### src/rtl/blkseq_pkg.sv
package blkseq_pkg;

   typedef enum logic {
      DIR_TX = 1'b0,
      DIR_RX = 1'b1
   } xfer_dir_e;

   function automatic int lane_bits(input int lanes);
      return (lanes > 1) ? $clog2(lanes) : 1;
   endfunction

endpackage

### src/rtl/blkseq_counters.sv
module blkseq_counters #(
   parameter int CTR_W = 12
) (
   input  logic             clk,
   input  logic             rst_n,
   input  logic             len_we,
   input  logic [CTR_W-1:0] len_val,
   input  logic             cnt_we,
   input  logic [CTR_W-1:0] cnt_val,
   input  logic             byte_step,
   output logic             byte_last,
   output logic             blk_last,
   output logic [CTR_W-1:0] byte_left,
   output logic [CTR_W-1:0] blk_left
);

   localparam logic [CTR_W-1:0] ONE = CTR_W'(1);

   logic [CTR_W-1:0] len_q, nblk_q, bcnt_q, kcnt_q;

   always_ff @(posedge clk) begin
      if (!rst_n) begin
         len_q  <= ONE;
         nblk_q <= ONE;
         bcnt_q <= ONE;
         kcnt_q <= ONE;
      end else begin
         if (len_we) len_q <= len_val;
         if (cnt_we) nblk_q <= cnt_val;
         if (cnt_we) begin
            kcnt_q <= cnt_val;
            bcnt_q <= len_we ? len_val : len_q;
         end else if (len_we) begin
            bcnt_q <= len_val;
         end else if (byte_step) begin
            if (bcnt_q == ONE) begin
               bcnt_q <= len_q;
               if (kcnt_q == ONE) kcnt_q <= nblk_q;
               else               kcnt_q <= kcnt_q - ONE;
            end else begin
               bcnt_q <= bcnt_q - ONE;
            end
         end
      end
   end

   assign byte_last = (bcnt_q == ONE);
   assign blk_last  = (kcnt_q == ONE);
   assign byte_left = bcnt_q;
   assign blk_left  = kcnt_q;

endmodule

### src/rtl/blkseq_lane_ctl.sv
module blkseq_lane_ctl
   import blkseq_pkg::*;
#(
   parameter int LANES  = 2,
   parameter int LVL_W  = 6,
   parameter int LANE_W = 1
) (
   input  logic              clk,
   input  logic              rst_n,
   input  logic              go,
   input  logic              dir_rx_in,
   input  logic              done_clr,
   input  logic              hold,
   input  logic              card_rdy,
   input  logic [LVL_W-1:0]  fifo_level,
   input  logic [LVL_W-1:0]  full_lvl,
   input  logic              byte_last,
   input  logic              blk_last,
   output logic              step,
   output logic              word_end,
   output logic [LANE_W-1:0] lane,
   output logic              active,
   output logic              dir_rx,
   output logic              done
);

   localparam logic [LANE_W-1:0] LANE_TOP = LANE_W'(LANES - 1);

   xfer_dir_e         dir_q;
   logic              active_q, done_q;
   logic [LANE_W-1:0] lane_q;
   logic              word_start, rx_ok, tx_ok, can_move, xfer_end;

   assign word_start = (lane_q == '0);
   assign rx_ok      = !word_start || (fifo_level <= full_lvl);
   assign tx_ok      = !word_start || (fifo_level != '0);
   assign can_move   = active_q && !hold && ((dir_q == DIR_RX) ? rx_ok : tx_ok);
   assign step       = can_move && card_rdy;
   assign word_end   = step && ((lane_q == LANE_TOP) || byte_last);
   assign xfer_end   = word_end && byte_last && blk_last;

   always_ff @(posedge clk) begin
      if (!rst_n) begin
         active_q <= 1'b0;
         done_q   <= 1'b0;
         dir_q    <= DIR_TX;
         lane_q   <= '0;
      end else begin
         if (xfer_end) begin
            active_q <= 1'b0;
         end else if (go && !active_q) begin
            active_q <= 1'b1;
            dir_q    <= dir_rx_in ? DIR_RX : DIR_TX;
         end
         if (xfer_end)      done_q <= 1'b1;
         else if (done_clr) done_q <= 1'b0;
         if (!active_q || hold) lane_q <= '0;
         else if (word_end)     lane_q <= '0;
         else if (step)         lane_q <= lane_q + 1'b1;
      end
   end

   assign lane   = lane_q;
   assign active = active_q;
   assign dir_rx = (dir_q == DIR_RX);
   assign done   = done_q;

endmodule

### src/rtl/blkseq_rx_pack.sv
module blkseq_rx_pack #(
   parameter int LANES  = 2,
   parameter int BYTE_W = 8,
   parameter int LANE_W = 1,
   localparam int WORD_W = LANES * BYTE_W
) (
   input  logic              clk,
   input  logic              rst_n,
   input  logic              cap,
   input  logic [LANE_W-1:0] lane,
   input  logic [BYTE_W-1:0] byte_in,
   output logic [WORD_W-1:0] word_out
);

   for (genvar k = 0; k < LANES; k++) begin : g_lane
      if (k < LANES - 1) begin : g_held
         logic [BYTE_W-1:0] acc_q;
         always_ff @(posedge clk) begin
            if (!rst_n)                             acc_q <= '0;
            else if (cap && (lane == LANE_W'(k)))   acc_q <= byte_in;
         end
         always_comb begin
            if (lane > LANE_W'(k))       word_out[k*BYTE_W +: BYTE_W] = acc_q;
            else if (lane == LANE_W'(k)) word_out[k*BYTE_W +: BYTE_W] = byte_in;
            else                         word_out[k*BYTE_W +: BYTE_W] = '0;
         end
      end else begin : g_top
         assign word_out[k*BYTE_W +: BYTE_W] = (lane == LANE_W'(k)) ? byte_in : '0;
      end
   end

endmodule

### src/rtl/blkseq_tx_unpack.sv
module blkseq_tx_unpack #(
   parameter int LANES  = 2,
   parameter int BYTE_W = 8,
   parameter int LANE_W = 1,
   localparam int WORD_W = LANES * BYTE_W
) (
   input  logic [WORD_W-1:0] word_in,
   input  logic [LANE_W-1:0] lane,
   output logic [BYTE_W-1:0] byte_out
);

   always_comb begin
      byte_out = word_in[BYTE_W-1:0];
      for (int i = 1; i < LANES; i++) begin
         if (lane == LANE_W'(i)) byte_out = word_in[i*BYTE_W +: BYTE_W];
      end
   end

endmodule

### src/rtl/blkseq_engine.sv
module blkseq_engine
   import blkseq_pkg::*;
#(
   parameter int CNT_W      = 11,
   parameter int REG_W      = 16,
   parameter int BYTE_W     = 8,
   parameter int LANES      = 2,
   parameter int FIFO_DEPTH = 32,
   localparam int WORD_W = BYTE_W * LANES,
   localparam int LVL_W  = $clog2(FIFO_DEPTH + 1),
   localparam int CTR_W  = CNT_W + 1
) (
   input  logic              clk,
   input  logic              rst_n,
   input  logic              xfer_go,
   input  logic              xfer_dir_rx,
   input  logic              done_clr,
   input  logic              cfg_len_we,
   input  logic [REG_W-1:0]  cfg_len_wdata,
   input  logic              cfg_cnt_we,
   input  logic [REG_W-1:0]  cfg_cnt_wdata,
   input  logic [LVL_W-1:0]  full_lvl,
   input  logic [LVL_W-1:0]  fifo_level,
   input  logic [WORD_W-1:0] fifo_rd_data,
   output logic              fifo_pop,
   output logic              fifo_push,
   output logic [WORD_W-1:0] fifo_wr_data,
   input  logic              card_rdy,
   input  logic [BYTE_W-1:0] card_rd_data,
   output logic              card_rd,
   output logic              card_wr,
   output logic [BYTE_W-1:0] card_wr_data,
   output logic              xfer_active,
   output logic              done_flag,
   output logic [CTR_W-1:0]  len_live,
   output logic [CTR_W-1:0]  cnt_live
);

   localparam int LANE_W = lane_bits(LANES);

   if (LANES < 2) begin : g_bad_lanes
      $error("blkseq_engine: LANES must be at least 2");
   end
   if (CNT_W >= REG_W) begin : g_bad_cnt
      $error("blkseq_engine: CNT_W must be narrower than REG_W");
   end
   if (BYTE_W < 1 || FIFO_DEPTH < 2) begin : g_bad_size
      $error("blkseq_engine: BYTE_W and FIFO_DEPTH out of range");
   end

   logic [CTR_W-1:0]  len_val, cnt_val;
   logic              hold, step, word_end, byte_last, blk_last, dir_rx;
   logic [LANE_W-1:0] lane;
   logic              unused_cfg_bits;

   assign len_val = CTR_W'(cfg_len_wdata[CNT_W-1:0]) + CTR_W'(1);
   assign cnt_val = CTR_W'(cfg_cnt_wdata[CNT_W-1:0]) + CTR_W'(1);
   assign hold    = cfg_len_we || cfg_cnt_we;
   assign unused_cfg_bits = ^{cfg_len_wdata[REG_W-1:CNT_W], cfg_cnt_wdata[REG_W-1:CNT_W]};

   blkseq_counters #(.CTR_W(CTR_W)) u_ctr (
      .clk       (clk),
      .rst_n     (rst_n),
      .len_we    (cfg_len_we),
      .len_val   (len_val),
      .cnt_we    (cfg_cnt_we),
      .cnt_val   (cnt_val),
      .byte_step (step),
      .byte_last (byte_last),
      .blk_last  (blk_last),
      .byte_left (len_live),
      .blk_left  (cnt_live)
   );

   blkseq_lane_ctl #(.LANES(LANES), .LVL_W(LVL_W), .LANE_W(LANE_W)) u_ctl (
      .clk        (clk),
      .rst_n      (rst_n),
      .go         (xfer_go),
      .dir_rx_in  (xfer_dir_rx),
      .done_clr   (done_clr),
      .hold       (hold),
      .card_rdy   (card_rdy),
      .fifo_level (fifo_level),
      .full_lvl   (full_lvl),
      .byte_last  (byte_last),
      .blk_last   (blk_last),
      .step       (step),
      .word_end   (word_end),
      .lane       (lane),
      .active     (xfer_active),
      .dir_rx     (dir_rx),
      .done       (done_flag)
   );

   blkseq_rx_pack #(.LANES(LANES), .BYTE_W(BYTE_W), .LANE_W(LANE_W)) u_pack (
      .clk      (clk),
      .rst_n    (rst_n),
      .cap      (step && dir_rx),
      .lane     (lane),
      .byte_in  (card_rd_data),
      .word_out (fifo_wr_data)
   );

   blkseq_tx_unpack #(.LANES(LANES), .BYTE_W(BYTE_W), .LANE_W(LANE_W)) u_unpack (
      .word_in  (fifo_rd_data),
      .lane     (lane),
      .byte_out (card_wr_data)
   );

   assign card_rd   = step && dir_rx;
   assign card_wr   = step && !dir_rx;
   assign fifo_push = word_end && dir_rx;
   assign fifo_pop  = word_end && !dir_rx;

endmodule

### config.mk
export PLATFORM = sky130hd
export DESIGN_NAME = blkseq_engine
export DESIGN_NICKNAME = d
export VERILOG_FILES = /design/src/rtl/blkseq_pkg.sv /design/src/rtl/blkseq_counters.sv /design/src/rtl/blkseq_lane_ctl.sv /design/src/rtl/blkseq_rx_pack.sv /design/src/rtl/blkseq_tx_unpack.sv /design/src/rtl/blkseq_engine.sv
export SDC_FILE = /design/constraint.sdc
export NUM_CORES = 1
export LEC_CHECK = 0
export BUFFER_PORTS_ARGS = -buffer_cell sky130_fd_sc_hd__buf_2
export CAP_MARGIN = 10
export CORE_AREA = 2 2 122 136
export CTS_CLUSTER_DIAMETER = 80
export DETAILED_ROUTE_END_ITERATION = 16
export DIE_AREA = 0 0 124 138
export PLACE_DENSITY = 0.49
export RECOVER_POWER = 50
export SYNTH_ARGS = -nofsm -noshare
export SYNTH_HDL_FRONTEND = slang
export SYNTH_SLANG_ARGS = --single-unit
### constraint.sdc
create_clock -name clk -period 3.25 [get_ports clk]
set_input_delay 0.4875 -clock clk [delete_from_list [all_inputs] [get_ports clk]]
set_output_delay 0.4875 -clock clk [all_outputs]
set_load 0.01 [all_outputs]
==> results.md <==
- Run status: finished with violations
- Violated checks: max-capacitance violations, max-slew violations
- Full die area: 17100 µm²
- Share of cells above drive strength 1: 22.6%
- Data required, critical path: 2760 ps
- Max-Cap Viols: 1
- Core box area: 15900 µm²
- DR DRC count: 0
- Die width: 124 µm
- Hold_ws: 401 ps
- Antenna violations before repair: 0
- Clock Tree Buf Depth: 2
- Placed insts: 807
- Final Hold Fails: 0
- Max-slew headroom: -1.94%
- FFs w/ async S/R, synth: 0%
- Peak supply drop: 0.212 mV
- Antenna-violating nets left: 0
- Avg Cell Area, Syn: 7.84 µm²
- Post-Synthesis Cells: 492
- Worst hold path class: input port to register
- Synth area leaders: dfxtp_1, nor2_1, mux2_2, nand2_1, a21oi_1
- DRT Pass-1 Iters: 4
- Final min period: 2910 ps
- I/O Buffers: 119
- Crit Path Class: register to output pin
- DR WL/cell: 14.8 µm
- Initial Utilization: 24.2%
- Final Skew: 8.06 ps
- Flop and latch count out of synthesis: 60
- Netlist cell types: 58
- Yosys warnings: 0
- Post-synth top area share: 31.1%
- CTS tree: yes
- Syn nets: 580
- Number of gates resized after cts: 0
- RSZ-0062 raised after global routing: no
- Fin cells: 823
- FP Rows: 49
- Root Driver: clkbuf_16
- Post-synth EDFFs: 0
- Final WL: 12200 µm
- Die H: 138 µm
- Measured slew at the worst slew-check pin: 1530 ps
- Count of boundary I/O pins: 130
- Vias in the first global route: 3981
- Placed cell area: 4730 µm²
- Net count, final: 702
- 1st-iter DRT viols: 252
- Via Count: 4046
- Critical Path Fanout Max: 8
- First-pass GRT wire length: 19800 µm
- Period utilisation layout: 89.6%
- H-tree depth: 3
- Crit start category: register
- Register area share after synthesis: 31.1%
- PwrDens: 471 nW/µm²
- Ys flop type: dfxtp_1
- Post-route setup slack: 337 ps
- Post-CTS setup buffer count: 0
- Cts bufs inserted: 9
- Synthesized cell area: 3860 µm²
- Place WS: 626 ps
- Area Growth Syn to Fin: 29.9%
- CP arrival: 2430 ps
- Setup TNS: 0 ps
- Crit. End Element: output pin
- Final setup fails: 0
- CTS sink cnt: 60
- Final instance area: 5010 µm²
- Vias/cell: 4.92
- Clock Pin Slew Worst Setup and Hold Paths: 60 ps
- Largest area contributor in the netlist: dfxtp_1
- Fin. max-slew vios: 36
- Clock Latency Late Sink: 330 ps
- Hold-fix buffers at CTS: 0
- GRT Overall Usage: 14.5%
- Fmax: 0.343 GHz
- ANT cells: 0
- Half-perimeter wire length after placement: 9200 µm
- Final GP Congestion: 0.815
- Pin count of the biggest net entering global routing: 36
- Gr ovfl total: 0
- Pleak: 1.99 nW
synth_stat cells (all sizes together), types with 5 or more instances:
cell	count
nor2	57
clkbuf	20
o211ai	7
o31ai	9
nand3	19
and2	9
or4	5
a21oi	35
dfxtp	60
xor2	14
mux2i	13
nor4	7
xnor2	14
inv	19
nand4	6
ha	12
a311oi	7
o21ai	24
a211oi	12
nand2	47
buf	7
nor3	31
mux2	16
cell usage in the layout (no fill, tap or decap), types with 6 or more instances in the layout:
| cell | count |
|---|---|
| a311oi_1 | 7 |
| clkbuf_1 | 35 |
| o31ai_1 | 8 |
| buf_4 | 15 |
| inv_1 | 19 |
| mux2_2 | 16 |
| nand2_1 | 47 |
| a21oi_1 | 35 |
| buf_2 | 90 |
| and2_1 | 6 |
| nor3_1 | 31 |
| mux2i_1 | 13 |
| ha_1 | 12 |
| nand4_1 | 6 |
| dfxtp_1 | 60 |
| nor2_1 | 57 |
| nor4_1 | 6 |
| o211ai_1 | 7 |
| o21ai_0 | 23 |
| nand3_1 | 19 |
| clkbuf_16 | 9 |
| xnor2_1 | 14 |
| a211oi_1 | 12 |
| xor2_1 | 14 |
metal layers:
layer | wire length [µm] | part of all wire, % | up-vias | global-route usage, %
met1 | 5310 | 44 | 1900 | 17.5
li1 | - | - | 2028 | -
met2 | 5990 | 49 | 105 | 24.9
met3 | 682 | 5.6 | 13 | 3.96
met5 | 0 | 0 | - | 0
met4 | 169 | 1.4 | 0 | 4.02
logic make-up after synthesis:
logic type | share of synthesized area (%)
compound gates | 21.2
xor+xnor | 6.36
fa+ha+maj | 3.89
buf+inv | 5.06
flops | 31.1
mux | 8.05
simple gates | 24.3
flip-flops by register name, indices dropped and copies added (netlist names):
| register | count |
|---|---|
| u_ctl.done | 1 |
| u_ctr.len_q | 12 |
| u_ctr.byte_left | 12 |
| u_ctl.dir_rx | 1 |
| u_ctl.active | 1 |
| u_ctr.nblk_q | 12 |
| u_ctl.lane | 1 |
| u_ctr.blk_left | 12 |
| u_pack.g_lane.g_held.acc_q | 8 |
through the flow:
step           util [%]  power (mW)
2_1_floorplan         -        1.13
3_3_place_gp       29.7        1.29
3_5_place_dp       29.7        1.30
4_1_cts            31.8        2.40
5_1_grt            31.4        2.48
6_report           31.4        2.36
power by group:
part           internal, mW  switching (mW)  total [mW]
clock                 0.746           0.334        1.08
sequential            0.783          0.0551       0.838
combinational         0.181           0.261       0.442
worst max-delay path: stages, from the launching register on:
cell and delay [ps]:
dfxtp_1 380, nor4_1 700, and3_1 460, nor2_1 140
nor3_1 260, buf_2 160
path summary, 6_finish.rpt:
kind                                                 startpoint                              to  slack (ps)  depth (start not counted)
worst max-delay path            u_ctr.byte_left[6]$_SDFFE_PN0P_                       fifo_push         340                          5
worst min-delay path                                xfer_dir_rx       u_ctl.dir_rx$_SDFFE_PN0P_         400                          3
worst max register to register   u_ctr.blk_left[3]$_SDFFE_PN0P_  u_ctr.blk_left[9]$_SDFFE_PN0P_         680                          6
worst min register to register    u_ctr.nblk_q[10]$_SDFFE_PN0P_   u_ctr.nblk_q[10]$_SDFFE_PN0P_         450                          1
area by class of cell:
cell class,instances,area [µm²]
Multi-Input combinational cell,385,2460
Sequential cell,60,1200
Tap cell,204,255
Inverter,20,75.1
Fill cell,1756,10900
Clock buffer,11,233
Timing Repair Buffer,138,687
Clock inverter,5,100
No activity file was read; power rests on OpenSTA's default activity.
